[config.mk]
export PLATFORM = sky130hd
export DESIGN_NAME = refclk_ctrl
export DESIGN_NICKNAME = d
export VERILOG_FILES = /design/src/rtl/refclk_pkg.sv /design/src/rtl/refclk_regs.sv /design/src/rtl/refclk_srcmux.sv /design/src/rtl/refclk_divider.sv /design/src/rtl/refclk_ctrl.sv
export SDC_FILE = /design/constraint.sdc
export NUM_CORES = 1
export LEC_CHECK = 0
export ABC_CLOCK_PERIOD_IN_PS = 2790
export BUFFER_PORTS_ARGS = -buffer_cell sky130_fd_sc_hd__buf_2
export CORE_UTILIZATION = 25
export DETAILED_ROUTE_END_ITERATION = 8
export SLEW_MARGIN = 30
export SYNTH_ARGS = -nofsm -noshare
export SYNTH_HDL_FRONTEND = slang
export SYNTH_HIERARCHICAL = 1
export SYNTH_SLANG_ARGS = --single-unit
[constraint.sdc]
create_clock -name clk -period 2.79 [get_ports clk]
set_clock_uncertainty 0.1 [all_clocks]
set_input_delay 0.1395 -clock clk [delete_from_list [all_inputs] [get_ports clk]]
set_output_delay 0.1395 -clock clk [all_outputs]
set_load 0.05 [all_outputs]
[src/rtl/refclk_pkg.sv]
package refclk_pkg;

    parameter int CTRL_W = 16;
    parameter int DIV_W  = 15;
    parameter int SEL_W  = 4;

    // Control word bit positions (software-visible layout)
    localparam int EN_B    = 15;
    localparam int IDLE_B  = 13;
    localparam int PIN_B   = 12;
    localparam int SLEEP_B = 11;
    localparam int REQ_B   = 9;
    localparam int ACT_B   = 8;

    typedef enum logic [SEL_W-1:0] {
        SRC_SYSCLK = 4'd0,
        SRC_PERCLK = 4'd1,
        SRC_XTAL   = 4'd2,
        SRC_FASTRC = 4'd3,
        SRC_SLOWRC = 4'd4,
        SRC_BKUPRC = 4'd5,
        SRC_PLLQ   = 4'd6,
        SRC_EXTIN  = 4'd7
    } src_e;

    typedef enum logic {
        ADDR_CTRL = 1'b0,
        ADDR_DIV  = 1'b1
    } addr_e;

    typedef struct packed {
        logic             en;
        logic             idle_run;
        logic             pin_en;
        logic             sleep_run;
        logic             div_req;
        logic [SEL_W-1:0] src;
    } ctrl_t;

    function automatic logic src_ok(input logic [SEL_W-1:0] s, input int nsrc);
        return int'(s) < nsrc;
    endfunction

    function automatic logic [CTRL_W-1:0] pack_ctrl(input ctrl_t c, input logic act);
        logic [CTRL_W-1:0] w;
        w          = '0;
        w[EN_B]    = c.en;
        w[IDLE_B]  = c.idle_run;
        w[PIN_B]   = c.pin_en;
        w[SLEEP_B] = c.sleep_run;
        w[REQ_B]   = c.div_req;
        w[ACT_B]   = act;
        w[SEL_W-1:0] = c.src;
        return w;
    endfunction

endpackage

[src/rtl/refclk_regs.sv]
module refclk_regs
    import refclk_pkg::*;
#(
    parameter int DW = DIV_W
) (
    input  logic              clk,
    input  logic              rst,
    input  logic              wr,
    input  logic              addr,
    input  logic [CTRL_W-1:0] wdata,
    input  logic              active,
    input  logic              div_loaded,
    output ctrl_t             ctrl,
    output logic [DW-1:0]     div_pend,
    output logic [CTRL_W-1:0] rdata
);

    logic wr_ctrl, wr_div;

    assign wr_ctrl = wr && (addr == ADDR_CTRL);
    assign wr_div  = wr && (addr == ADDR_DIV);

    always_ff @(posedge clk) begin
        if (rst) begin
            ctrl     <= '0;
            div_pend <= '0;
        end else begin
            if (div_loaded)
                ctrl.div_req <= 1'b0;
            if (wr_ctrl) begin
                ctrl.en        <= wdata[EN_B];
                ctrl.idle_run  <= wdata[IDLE_B];
                ctrl.pin_en    <= wdata[PIN_B];
                ctrl.sleep_run <= wdata[SLEEP_B];
                if (wdata[REQ_B])
                    ctrl.div_req <= 1'b1;
                if (!active)
                    ctrl.src <= wdata[SEL_W-1:0];
            end
            if (wr_div)
                div_pend <= wdata[DW-1:0];
        end
    end

    always_comb begin
        if (addr == ADDR_CTRL)
            rdata = pack_ctrl(ctrl, active);
        else
            rdata = CTRL_W'(div_pend);
    end

endmodule

[src/rtl/refclk_srcmux.sv]
module refclk_srcmux
    import refclk_pkg::*;
#(
    parameter int NSRC = 8
) (
    input  logic [NSRC-1:0] src_tick,
    input  ctrl_t           ctrl,
    input  logic            idle_req,
    input  logic            sleep_req,
    output logic            tick,
    output logic            run
);

    logic [NSRC-1:0] hit;
    logic            idle_ok, sleep_ok;

    for (genvar k = 0; k < NSRC; k++) begin : g_lane
        assign hit[k] = src_tick[k] && (ctrl.src == SEL_W'(k));
    end

    assign idle_ok  = ctrl.idle_run  || !idle_req;
    assign sleep_ok = ctrl.sleep_run || !sleep_req;
    assign run      = ctrl.en && src_ok(ctrl.src, NSRC) && idle_ok && sleep_ok;
    assign tick     = run && (|hit);

endmodule

[src/rtl/refclk_divider.sv]
module refclk_divider #(
    parameter int DW = 15
) (
    input  logic          clk,
    input  logic          rst,
    input  logic          run,
    input  logic          tick,
    input  logic          req,
    input  logic [DW-1:0] div_pend,
    output logic          clk_out,
    output logic          loaded,
    output logic [DW-1:0] div_cur
);

    logic [DW-1:0] cnt;
    logic          pass, at_end, wrap;

    assign pass   = (div_cur == '0);
    assign at_end = (cnt == DW'(div_cur - 1'b1));
    assign wrap   = tick && (pass || at_end);
    assign loaded = req && (!run || wrap);

    always_ff @(posedge clk) begin
        if (rst) begin
            cnt     <= '0;
            div_cur <= '0;
            clk_out <= 1'b0;
        end else begin
            if (!run) begin
                clk_out <= 1'b0;
                cnt     <= '0;
            end else if (tick) begin
                if (pass) begin
                    clk_out <= 1'b1;
                end else if (at_end) begin
                    clk_out <= ~clk_out;
                    cnt     <= '0;
                end else begin
                    cnt <= cnt + 1'b1;
                end
            end else if (pass) begin
                clk_out <= 1'b0;
            end
            if (loaded) begin
                div_cur <= div_pend;
                cnt     <= '0;
            end
        end
    end

endmodule

[src/rtl/refclk_ctrl.sv]
module refclk_ctrl
    import refclk_pkg::*;
#(
    parameter int NSRC = 8,
    parameter int DW   = DIV_W
) (
    input  logic              clk,
    input  logic              rst,
    input  logic              bus_wr,
    input  logic              bus_addr,
    input  logic [CTRL_W-1:0] bus_wdata,
    output logic [CTRL_W-1:0] bus_rdata,
    input  logic [NSRC-1:0]   src_tick,
    input  logic              idle_req,
    input  logic              sleep_req,
    output logic              ref_clk,
    output logic              ref_pin,
    output logic              ref_active
);

    ctrl_t         ctrl_q;
    logic [DW-1:0] div_pend;
    logic [DW-1:0] div_cur;
    logic          div_loaded;
    logic          sel_tick;
    logic          run;

    refclk_regs #(.DW(DW)) u_regs (
        .clk        (clk),
        .rst        (rst),
        .wr         (bus_wr),
        .addr       (bus_addr),
        .wdata      (bus_wdata),
        .active     (run),
        .div_loaded (div_loaded),
        .ctrl       (ctrl_q),
        .div_pend   (div_pend),
        .rdata      (bus_rdata)
    );

    refclk_srcmux #(.NSRC(NSRC)) u_mux (
        .src_tick  (src_tick),
        .ctrl      (ctrl_q),
        .idle_req  (idle_req),
        .sleep_req (sleep_req),
        .tick      (sel_tick),
        .run       (run)
    );

    refclk_divider #(.DW(DW)) u_div (
        .clk      (clk),
        .rst      (rst),
        .run      (run),
        .tick     (sel_tick),
        .req      (ctrl_q.div_req),
        .div_pend (div_pend),
        .clk_out  (ref_clk),
        .loaded   (div_loaded),
        .div_cur  (div_cur)
    );

    assign ref_active = run;
    assign ref_pin    = ref_clk && ctrl_q.pin_en;

endmodule

==> out/metrics.yaml <==
dr.pass1.iters: 4
synth.ff_latch_count: 55
synth_area_mm2: 0.003127
drive_gt1_share_pct: 22.56
synth_xor_area_share_pct: 8.844
startpoint_type: "register"
netlist_instances: 367
core.rowCount: 40
hold_viol: 0
fillers: 1288
fmax_ghz: 0.3736
synth_edf_count: 0
top_layer: "met4"
max_stage_delay_ns: 0.57
die_h_um: 113.8
ys_seq_area_share_pct: 35.21
synth.distinct_cells: 59
slew_violations: 0
relSlewSlack_pct: 56.34
cts_num_sinks: 55
worst_pin_slew_ns: 0.6532
muxShareOfSynthArea_pct: 10.48
routed-wl-met2_mm: 3.443
postSynth.asyncResetShare_pct: 0
cpMostUsedCell: "or4_4"
clk_pin_slew_worst_paths_ns: 0.07
post_dp_cell_area_mm2: 0.003596
power_uw: 1663
design_area_mm2: 0.003935
yosysTopAreaCell: "dfxtp_1"
grt_overflow: 0
fp.coreArea_mm2: 0.01211
yosys_warnings: 6
yosys.area_share.simple_pct: 28.81
status: "finished, final reports clean"
worstPathRequired_ns: 2.91
path_cells: "or4_4, or4_4, a22oi_2, nand4b_1, a31oi_2, buf_6, mux2i_1"
grt_max_degree: 55
wl_met1_mm: 3.753
wl_met3_um: 323
synth_ff_type: "dfxtp_1"
postLayoutSetupSlackWorst_ns: 0.1133
leakagePower_uw: 0.001462
synth_compound_area_share_pct: 11.40
final.period_utilization_pct: 95.94
holdWs_ns: 0.004835
mostFrequentLayoutCells: "dfxtp_1 (52), buf_2 (48), nand2_1 (46), nand2b_1 (33), nor2_1 (29)"
final_antenna_net_count: 0
num_vias: 2709
initial_utilization_pct: 25.82
avgSynthCellArea_um2: 8.520
worstSetupPathType: "register to register"
crit_fanout: 12
cts_buffer_depth: 2
layout_commonest_cell: "dfxtp_1"
n_antenna_cell: 0
power.density_mw_per_mm2: 422.6
drc: 0
instances_no_fill: 598
insertion_delay_ns: 0.29
crit_slowest_cell: "or4_4"
cts_root_buffer: "clkbuf_16"
nets: 462
track_usage_pct: 12.27
antenna_found_initial: 0
arrival_ns: 2.80
io-pin-count: 49
cp-end-kind: "register"
syn2layout_area_growth_pct: 25.85
period_minus_slack_ns: 2.677
vdd.ir_drop.worst_v: 0.0002445
cts_buffers: 5
setup_viol: 0
wl_per_cell_um: 12.72
hold_path.class: "input port to register"
totalWireLength_mm: 7.606
routed_via_density: 4.530
post-place-ws_ns: -0.01620
synth_top_family_by_area: "simple AND/OR/NAND/NOR gates"
first_global_vias: 2745
place.gp.congestion: 0.8373
cts_tree: "yes"
synthesis.nets: 399
dp_cells: 575
drtIter0Drc: 134
htree_num_levels: 2
die_area_mm2: 0.01296
synth.area.top_cells: "dfxtp_1 (35%), nand2b_1 (6.6%), mux2i_1 (6.4%), nand2_1 (5.5%), xnor2_1 (4.8%)"
die_x_um: 113.8
io_buffers: 48
dp_hpwl_mm: 5.706
synth_fa_ha_area_share_pct: 0.8003
synth_top_area_share_pct: 35.21
grt_pass1_wl_mm: 12.92
drv_cap: 0
## final timing paths
check,startpoint,to,slack (ns),cells past startpoint
worst min register to register,u_regs/div_pend[1],u_regs/div_pend[1],0.38,2
worst max-delay path,u_div/div_cur[6],u_div/div_cur[6],0.11,7
worst max register to register,u_div/div_cur[6],u_div/div_cur[6],0.11,7
worst min-delay path,bus_wdata[1],u_regs/div_pend[1],0.005,3
## power by group
group	switching [uW]	internal, uW	leakage [uW]
Sequential	18.5	803	0.000447
Combinational	125	97.5	0.000945
Clock	285	333	0.0000703
Total	429	1230	0.00146
## layout make-up
type | count | area [um^2] | share of cell area [%]
Sequential cell | 55 | 1105 | 28.08
Multi-Input combinational cell | 285 | 1966 | 49.95
Inverter | 9 | 33.78 | 0.8585
Clock inverter | 2 | 17.52 | 0.4452
Tap cell | 168 | 210.2 | 5.342
Clock buffer | 5 | 125.1 | 3.180
Timing Repair Buffer | 74 | 478.0 | 12.15
## per-layer routing
| metal | track usage, % | up-vias |
|---|---|---|
| met5 | 0 | - |
| met4 | 3.550 | 0 |
| met3 | 2.550 | 10 |
| met2 | 20.16 | 59 |
| met1 | 16.23 | 1246 |
| li1 | - | 1394 |
## flip-flops by register name, indices dropped and copies added (netlist names)
name and count:
u_div/clk_out 1, u_div/cnt 15, u_regs/div_pend 15, u_regs/ctrl 9
u_div/div_cur 15
## timing repair
action	in CTS	in global routing
hold buffers	14	0
gates resized for setup	2	10
setup endpoints to repair	10	22
gates cloned	0	0
pin swaps	0	2
setup buffers	0	2
hold endpoints to repair	16	0
## worst max-delay path: cells and delay by family (launching register included)
kind,cells,cell delay [ns]
simple gates,3,1.32
compound gates,2,0.46
flops,1,0.31
buf+inv,1,0.22
mux,1,0.20
## per-stage QoR
stage / utilization (%) / TNS [ns]
global placement: 29.69 / 0
global route: 32.49 / -0.002800
finish: 32.49 / 0
floorplan: - / -1.207
CTS: 32.11 / 0
detailed placement: 29.69 / -0.03841
## cells by family after synthesis
family,after synthesis
AND/OR/NAND/NOR,168
XOR/XNOR,30
adder cells (fa/ha/maj),2
flip-flops,55
AO/OA/AOI/OAI,55
multiplexers,30
buffers and inverters,27
## synth_stat cells, types with 3 or more instances
cell	n
and2_1	10
nor4_1	3
xnor2_1	17
o21ai_0	7
a31oi_1	3
nand2b_1	33
or3_1	3
clkbuf_1	9
nor3_1	7
buf_4	5
nand3_1	9
xor2_1	12
dfxtp_1	55
nand2_1	46
nor2_1	29
o211ai_1	4
inv_1	9
mux2_2	9
nor2b_1	7
a211oi_1	3
mux2i_1	20
a21oi_1	22
nand4_1	3
(Power assumes the default switching activity.)
